## src/rtl/iqp_pkg.sv

```systemverilog
package iqp_pkg;

    localparam int unsigned IQP_SLOT_W = 16;

    typedef enum logic {
        HALF_LOW  = 1'b0,
        HALF_HIGH = 1'b1
    } half_e;

endpackage

```

## src/rtl/iqp_frame_join.sv

```systemverilog
module iqp_frame_join #(
    parameter int unsigned SLOT_W = iqp_pkg::IQP_SLOT_W,
    localparam int unsigned PAIR_W = 2 * SLOT_W,
    localparam int unsigned FRAME_W = 2 * PAIR_W
) (
    input  logic [SLOT_W-1:0]  tx_i,
    input  logic [SLOT_W-1:0]  tx_q,
    input  logic [SLOT_W-1:0]  fb_i,
    input  logic [SLOT_W-1:0]  fb_q,
    output logic [FRAME_W-1:0] frame
);

    logic [PAIR_W-1:0] tx_pair;
    logic [PAIR_W-1:0] fb_pair;

    // I low, Q high inside a pair; transmit pair low inside a frame
    assign tx_pair = {tx_q, tx_i};
    assign fb_pair = {fb_q, fb_i};
    assign frame   = {fb_pair, tx_pair};

endmodule

```

## src/rtl/iqp_beat_pair.sv

```systemverilog
module iqp_beat_pair #(
    parameter int unsigned FRAME_W = 4 * iqp_pkg::IQP_SLOT_W,
    localparam int unsigned BEAT_W = 2 * FRAME_W
) (
    input  logic               clk,
    input  logic               rst,
    input  logic               clear,
    input  logic               load,
    input  logic [FRAME_W-1:0] frame,
    output logic               beat_valid,
    output logic [BEAT_W-1:0]  beat_data
);
    import iqp_pkg::*;

    typedef struct packed {
        half_e              half;
        logic [FRAME_W-1:0] low;
        logic               vld;
        logic [BEAT_W-1:0]  dat;
    } pair_st_t;

    pair_st_t pair_d, pair_q;

    always_comb begin
        pair_d     = pair_q;
        pair_d.vld = 1'b0;
        if (clear) begin
            pair_d.half = HALF_LOW;
        end else if (load) begin
            if (pair_q.half == HALF_LOW) begin
                pair_d.low  = frame;
                pair_d.half = HALF_HIGH;
            end else begin
                pair_d.dat  = {frame, pair_q.low};
                pair_d.vld  = 1'b1;
                pair_d.half = HALF_LOW;
            end
        end
    end

    always_ff @(posedge clk) begin
        if (rst) pair_q <= '0;
        else     pair_q <= pair_d;
    end

    assign beat_valid = pair_q.vld;
    assign beat_data  = pair_q.dat;

    // a beat needs two frames, and frames are at least two cycles apart
    a_r2_beat_single: assert property (@(posedge clk) disable iff (rst)
        beat_valid |=> !beat_valid);

endmodule

```

## src/rtl/iqp_lane_ser.sv

```systemverilog
module iqp_lane_ser #(
    parameter int unsigned SLOT_W = iqp_pkg::IQP_SLOT_W
) (
    input  logic              clk,
    input  logic              rst,
    input  logic              load,
    input  logic [SLOT_W-1:0] i_word,
    input  logic [SLOT_W-1:0] q_word,
    output logic              busy,
    output logic              lane_valid,
    output logic [SLOT_W-1:0] lane_data
);

    typedef struct packed {
        logic              pend;
        logic [SLOT_W-1:0] hold;
        logic              vld;
        logic [SLOT_W-1:0] dat;
    } ser_st_t;

    ser_st_t ser_d, ser_q;

    always_comb begin
        ser_d     = ser_q;
        ser_d.vld = 1'b0;
        if (ser_q.pend) begin
            ser_d.vld  = 1'b1;
            ser_d.dat  = ser_q.hold;
            ser_d.pend = 1'b0;
        end else if (load) begin
            ser_d.vld  = 1'b1;
            ser_d.dat  = i_word;
            ser_d.hold = q_word;
            ser_d.pend = 1'b1;
        end
    end

    always_ff @(posedge clk) begin
        if (rst) ser_q <= '0;
        else     ser_q <= ser_d;
    end

    assign busy       = ser_q.pend;
    assign lane_valid = ser_q.vld;
    assign lane_data  = ser_q.dat;

    // a loaded frame yields two lane words in back-to-back cycles
    a_r3_pair_gapless: assert property (@(posedge clk) disable iff (rst)
        load |=> lane_valid ##1 lane_valid);

    // the controller never loads while the Q word is still pending
    a_r5_load_when_idle: assert property (@(posedge clk) disable iff (rst)
        load |-> !busy);

endmodule

```

## src/rtl/iqp_capture_ctl.sv

```systemverilog
module iqp_capture_ctl #(
    parameter int unsigned CAPTURE_LEN = 2457600,
    localparam int unsigned CNT_W = $clog2(CAPTURE_LEN + 1)
) (
    input  logic clk,
    input  logic rst,
    input  logic start,
    input  logic in_valid,
    input  logic lanes_busy,
    output logic in_ready,
    output logic accept,
    output logic done
);

    typedef struct packed {
        logic [CNT_W-1:0] cnt;
        logic             fin;
        logic             last_pend;
        logic             done;
    } ctl_st_t;

    ctl_st_t ctl_d, ctl_q;

    assign in_ready = !lanes_busy && !ctl_q.fin;
    assign accept   = in_valid && in_ready && !start;

    always_comb begin
        ctl_d      = ctl_q;
        ctl_d.done = 1'b0;
        if (lanes_busy && ctl_q.last_pend) begin
            ctl_d.done      = 1'b1;
            ctl_d.last_pend = 1'b0;
        end
        if (start) begin
            ctl_d.cnt = '0;
            ctl_d.fin = 1'b0;
        end else if (accept) begin
            if (ctl_q.cnt == CNT_W'(CAPTURE_LEN - 1)) begin
                ctl_d.cnt       = CNT_W'(CAPTURE_LEN);
                ctl_d.fin       = 1'b1;
                ctl_d.last_pend = 1'b1;
            end else begin
                ctl_d.cnt = ctl_q.cnt + 1'b1;
            end
        end
    end

    always_ff @(posedge clk) begin
        if (rst) ctl_q <= '0;
        else     ctl_q <= ctl_d;
    end

    assign done = ctl_q.done;

    // the completion flag is a single-cycle pulse
    a_r7_done_pulse: assert property (@(posedge clk) disable iff (rst)
        done |=> !done);

    // the frame count never passes the capture length
    a_r6_count_bound: assert property (@(posedge clk) disable iff (rst)
        ctl_q.cnt <= CNT_W'(CAPTURE_LEN));

    // a finished capture stays finished until start
    a_r6_hold_finished: assert property (@(posedge clk) disable iff (rst)
        ctl_q.fin && !start |=> ctl_q.fin);

endmodule

```

## src/rtl/iq_stream_packer.sv

```systemverilog
module iq_stream_packer #(
    parameter int unsigned SLOT_W      = iqp_pkg::IQP_SLOT_W,
    parameter int unsigned CAPTURE_LEN = 2457600,
    localparam int unsigned FRAME_W = 4 * SLOT_W,
    localparam int unsigned BEAT_W  = 2 * FRAME_W,
    localparam int unsigned LANES   = 2
) (
    input  logic                     clk,
    input  logic                     rst,
    input  logic                     start,
    input  logic                     in_valid,
    input  logic signed [SLOT_W-1:0] tx_i,
    input  logic signed [SLOT_W-1:0] tx_q,
    input  logic signed [SLOT_W-1:0] fb_i,
    input  logic signed [SLOT_W-1:0] fb_q,
    output logic                     in_ready,
    output logic                     beat_valid,
    output logic [BEAT_W-1:0]        beat_data,
    output logic                     tx_lane_valid,
    output logic [SLOT_W-1:0]        tx_lane_data,
    output logic                     fb_lane_valid,
    output logic [SLOT_W-1:0]        fb_lane_data,
    output logic                     done
);

    logic [FRAME_W-1:0] frame;
    logic               accept;

    logic [LANES-1:0][SLOT_W-1:0] lane_i, lane_q, lane_dat;
    logic [LANES-1:0]             lane_vld, lane_busy;

    iqp_frame_join #(.SLOT_W(SLOT_W)) u_join (
        .tx_i (tx_i),
        .tx_q (tx_q),
        .fb_i (fb_i),
        .fb_q (fb_q),
        .frame(frame)
    );

    iqp_capture_ctl #(.CAPTURE_LEN(CAPTURE_LEN)) u_ctl (
        .clk       (clk),
        .rst       (rst),
        .start     (start),
        .in_valid  (in_valid),
        .lanes_busy(|lane_busy),
        .in_ready  (in_ready),
        .accept    (accept),
        .done      (done)
    );

    iqp_beat_pair #(.FRAME_W(FRAME_W)) u_pair (
        .clk       (clk),
        .rst       (rst),
        .clear     (start),
        .load      (accept),
        .frame     (frame),
        .beat_valid(beat_valid),
        .beat_data (beat_data)
    );

    // lane 0 carries transmit samples, lane 1 feedback-receive samples
    assign lane_i[0] = tx_i;
    assign lane_q[0] = tx_q;
    assign lane_i[1] = fb_i;
    assign lane_q[1] = fb_q;

    for (genvar g = 0; g < LANES; g++) begin : g_lane
        iqp_lane_ser #(.SLOT_W(SLOT_W)) u_ser (
            .clk       (clk),
            .rst       (rst),
            .load      (accept),
            .i_word    (lane_i[g]),
            .q_word    (lane_q[g]),
            .busy      (lane_busy[g]),
            .lane_valid(lane_vld[g]),
            .lane_data (lane_dat[g])
        );
    end

    assign tx_lane_valid = lane_vld[0];
    assign tx_lane_data  = lane_dat[0];
    assign fb_lane_valid = lane_vld[1];
    assign fb_lane_data  = lane_dat[1];

    // both memory lanes run in lockstep
    a_r4_lanes_aligned: assert property (@(posedge clk) disable iff (rst)
        tx_lane_valid == fb_lane_valid);

    // a beat follows an accepted frame
    a_r2_beat_after_accept: assert property (@(posedge clk) disable iff (rst)
        beat_valid |-> $past(accept));

    // done coincides with a lane word
    a_r7_done_with_word: assert property (@(posedge clk) disable iff (rst)
        done |-> tx_lane_valid);

endmodule

```

## config.mk

```make
export PLATFORM = sky130hd
export DESIGN_NAME = iq_stream_packer
export DESIGN_NICKNAME = d
export VERILOG_FILES = /design/src/rtl/iqp_pkg.sv /design/src/rtl/iqp_frame_join.sv /design/src/rtl/iqp_beat_pair.sv /design/src/rtl/iqp_lane_ser.sv /design/src/rtl/iqp_capture_ctl.sv /design/src/rtl/iq_stream_packer.sv
export SDC_FILE = /design/constraint.sdc
export NUM_CORES = 1
export LEC_CHECK = 0
export BUFFER_PORTS_ARGS = -buffer_cell sky130_fd_sc_hd__buf_2
export CORE_MARGIN = 5
export CORE_UTILIZATION = 57
export DETAILED_ROUTE_END_ITERATION = 16
export GPL_TIMING_DRIVEN = 0
export PLACE_DENSITY = 0.82
export SYNTH_ARGS = -nofsm -noshare
export SYNTH_HDL_FRONTEND = slang
export SYNTH_SLANG_ARGS = --single-unit
```

## constraint.sdc

```tcl
create_clock -name clk -period 3.5 [get_ports clk]
set_input_delay 0.7 -clock clk [delete_from_list [all_inputs] [get_ports clk]]
set_output_delay 0.7 -clock clk [all_outputs]
set_load 0.03 [all_outputs]
```

==> flow_metrics.py <==
metrics = {
    "status": {
        "status": "finished clean",
    },
    "grt": {
        "grt_pass1_vias": 9880,
        "grtUsageTotal": 0.271,
        "grt_max_degree": 14,
        "antenna_found_initial": 0,
        "grt_first_pass_wirelength_um": 49700,
        "grt.overflow.total": 0,
    },
    "critical_path": {
        "critPathMaxStageDelay_ns": 0.50,
        "critPathKind": "flop to primary output",
        "path_cells": "clkbuf_1 > clkbuf_1 > nor3_1 > buf_2",
        "required_ns": 2.80,
        "slowest_stage": "clkbuf_1",
        "crit_fanout": 10,
        "r2r_start": "u_ctl.ctl_q[2]$_SDFFE_PP0P_",
        "critPathLaunch": "g_lane[0].u_ser.busy$_SDFF_PP0_",
        "arrival_ns": 2.21,
        "endpoint_kind": "primary output",
        "critPathMostFrequentCell": "clkbuf_1",
        "cp-start-kind": "flop",
    },
    "timing": {
        "fmax_ghz": 0.343,
        "hold_viol_final": 0,
        "post-route-period-util": 0.832,
        "tns_ns": 0,
        "relSlewSlack": 0.309,
        "fin_crit_ns": 2.91,
        "final-setup-viol-count": 0,
        "fin_ws_ns": 0.587,
        "worst_pin_slew_ns": 1.04,
        "clock_skew_ns": 0.0258,
        "rsz0062_at_grt": "false",
        "drv_slew": 0,
    },
    "route": {
        "wl_per_cell_um": 16.4,
        "dr_total_vias": 10500,
        "wirelength_um": 32600,
        "dr.pass1.iters": 6,
        "vias_per_cell": 5.31,
        "drtAntennaViolNets": 0,
        "drt_iter0_markers": 712,
        "drc": 0,
    },
    "clock_tree": {
        "cts.sinks": 287,
        "cts_tree": "yes",
        "clk_path_buf_depth": 3,
        "cts_buffers": 28,
        "htreeDepth": 1,
        "clk_pin_slew_ns": 0.06,
        "clk_latency_ns": 0.54,
        "post-cts-setup-buffer-count": 0,
        "root_buffer": "clkbuf_16",
        "ctsHoldBuffers": 0,
        "cts_resized": 0,
    },
    "floorplan": {
        "die_width_um": 152,
        "rows": 51,
        "core-area_um2": 19600,
        "pin_count": 233,
        "start_util": 0.584,
        "die_h_um": 152,
        "die_area_um2": 23000,
    },
    "pwr": {
        "leakage_nw": 5.79,
        "ir_drop_mv": 0.393,
        "power_density_nw_per_um2": 490,
        "finalPower_w": 0.00676,
    },
    "synthesis": {
        "synth_fp_nets": 1509,
        "syn-cell-area_um2": 11400,
        "synth-warning-count": 0,
        "yosys_register_bits": 287,
        "yosysSeqAreaShare": 0.502,
        "synth_cells": 1440,
        "syn_avg_cell_area_um2": 7.94,
        "ys_types": 35,
    },
    "final_layout": {
        "antenna_cells": 0,
        "drive_gt1_frac": 0.269,
        "area_growth_pct": 20.6,
        "nets": 1770,
    },
    "place": {
        "io_buffers": 231,
        "gp_congestion": 0.929,
        "post-place-ws_ns": 0.444,
        "dpl.hpwl_um": 23900,
    },
    "worst_hold_path": {
        "hold_class": "input port to flop",
        "hp-start": "fb_q[11]",
    },
    "job": {
        "maxCapViolCount": 0,
    },
}
## layer usage
| metal | global-route usage | up-vias | share of wire |
|---|---|---|---|
| met5 | 0 | - | 0 |
| met4 | 0.0858 | 0 | 0.027 |
| met3 | 0.0500 | 59 | 0.089 |
| met2 | 0.467 | 406 | 0.47 |
| met1 | 0.346 | 4980 | 0.41 |
| li1 | - | 5092 | - |
## state kept, by name (all words and copies together), names as in the netlist
name	count
u_pair.beat_data	128
u_pair.pair_q	65
g_lane.u_ser.lane_data	32
g_lane.u_ser.ser_q	32
u_ctl.ctl_q	24
g_lane.u_ser.busy	2
g_lane.u_ser.lane_valid	2
u_ctl.done	1
u_pair.beat_valid	1
## worst paths after layout
path / to / cells after the start / slack (ns)
min reg2reg: u_pair.beat_data[18]$_SDFFE_PP0P_ / 2 / 0.45
max: in_ready / 4 / 0.59
max reg2reg: u_pair.beat_data[79]$_SDFFE_PP0P_ / 7 / 0.66
min: u_pair.beat_data[123]$_SDFFE_PP0P_ / 3 / 0.43
## cell families (layout without fill, tap and decap cells)
group / count (synthesis) / count (layout) / synth area share
compound gates: 323 / 323 / 0.150
xor+xnor: 8 / 8 / 0.00613
fa+ha+maj: 1 / 1 / 0.00109
buf+inv: 257 / 537 / 0.139
flops: 287 / 287 / 0.502
simple gates: 564 / 564 / 0.201
## worst max-delay path, delay by kind of cell, from the launching register on
kind	cells	cell delay, ns
buf+inv	3	1.13
flops	1	0.39
simple gates	1	0.15
## area by class of cell
| cell class | instances | area [um2] |
|---|---|---|
| clock inverter | 6 | 30.0 |
| inverter | 3 | 11.3 |
| timing repair buffer | 231 | 1160 |
| multi-input combinational | 896 | 4100 |
| sequential | 287 | 5750 |
| tap | 265 | 332 |
| fill | 1633 | 5800 |
| clock buffer | 43 | 838 |
| buffer | 254 | 1580 |
## cells in the mapped netlist (all sizes together)
master	n	area (um2)
nand2	495	1860
o211ai	1	7.51
nor4	1	6.26
and2	1	6.26
o31ai	5	37.5
xor2	3	26.3
clkbuf	67	251
a22oi	32	240
buf	187	1330
xnor2	5	43.8
nor4b	4	41.3
o21ai	8	40.0
nand3	6	30.0
or3	6	37.5
ha	1	12.5
dfxtp	287	5750
and3	1	6.26
or2	3	18.8
or4	8	63.8
nand4	8	50.1
nor3	5	30.0
inv	3	11.3
nor3b	2	15.0
or4b	1	13.8
nor2	17	63.8
and4	2	17.5
a21oi	275	1380
nand4b	4	35.0
o32a	1	10.0
o21bai	1	7.51
## where the power goes
| part | internal [W] | total [W] | switching, W |
|---|---|---|---|
| Sequential | 0.00335 | 0.00340 | 0.0000500 |
| Clock | 0.00164 | 0.00286 | 0.00122 |
| Combinational | 0.000154 | 0.000500 | 0.000346 |
| Total | 0.00514 | 0.00676 | 0.00162 |
## through the flow
stage               instances  cell area (um2)  utilization  hold WS, ns
CTS                      1985            13800        0.704        0.423
global placement         1936            12900        0.660        0.440
finish                   1985            13800        0.704        0.434
global route             1985            13800        0.704        0.429
detailed placement       1936            12900        0.660        0.445
floorplan                1440            11400            -        0.432
## placed cells by master (no fill, tap or decap), drive strengths merged
cell type	n
a21oi	275
and3	1
nand3	6
or4b	1
nand2	495
and2	1
or4	8
clkbuf	110
or3	6
nor4b	4
nor4	1
o21ai	8
nor3	5
o32a	1
nand4	8
buf	418
nor3b	2
inv	3
dfxtp	287
ha	1
xnor2	5
or2	3
a22oi	32
nor2	17
xor2	3
o211ai	1
o31ai	5
clkinv	6
and4	2
o21bai	1
nand4b	4
No activity file was read; power rests on OpenSTA's default activity.
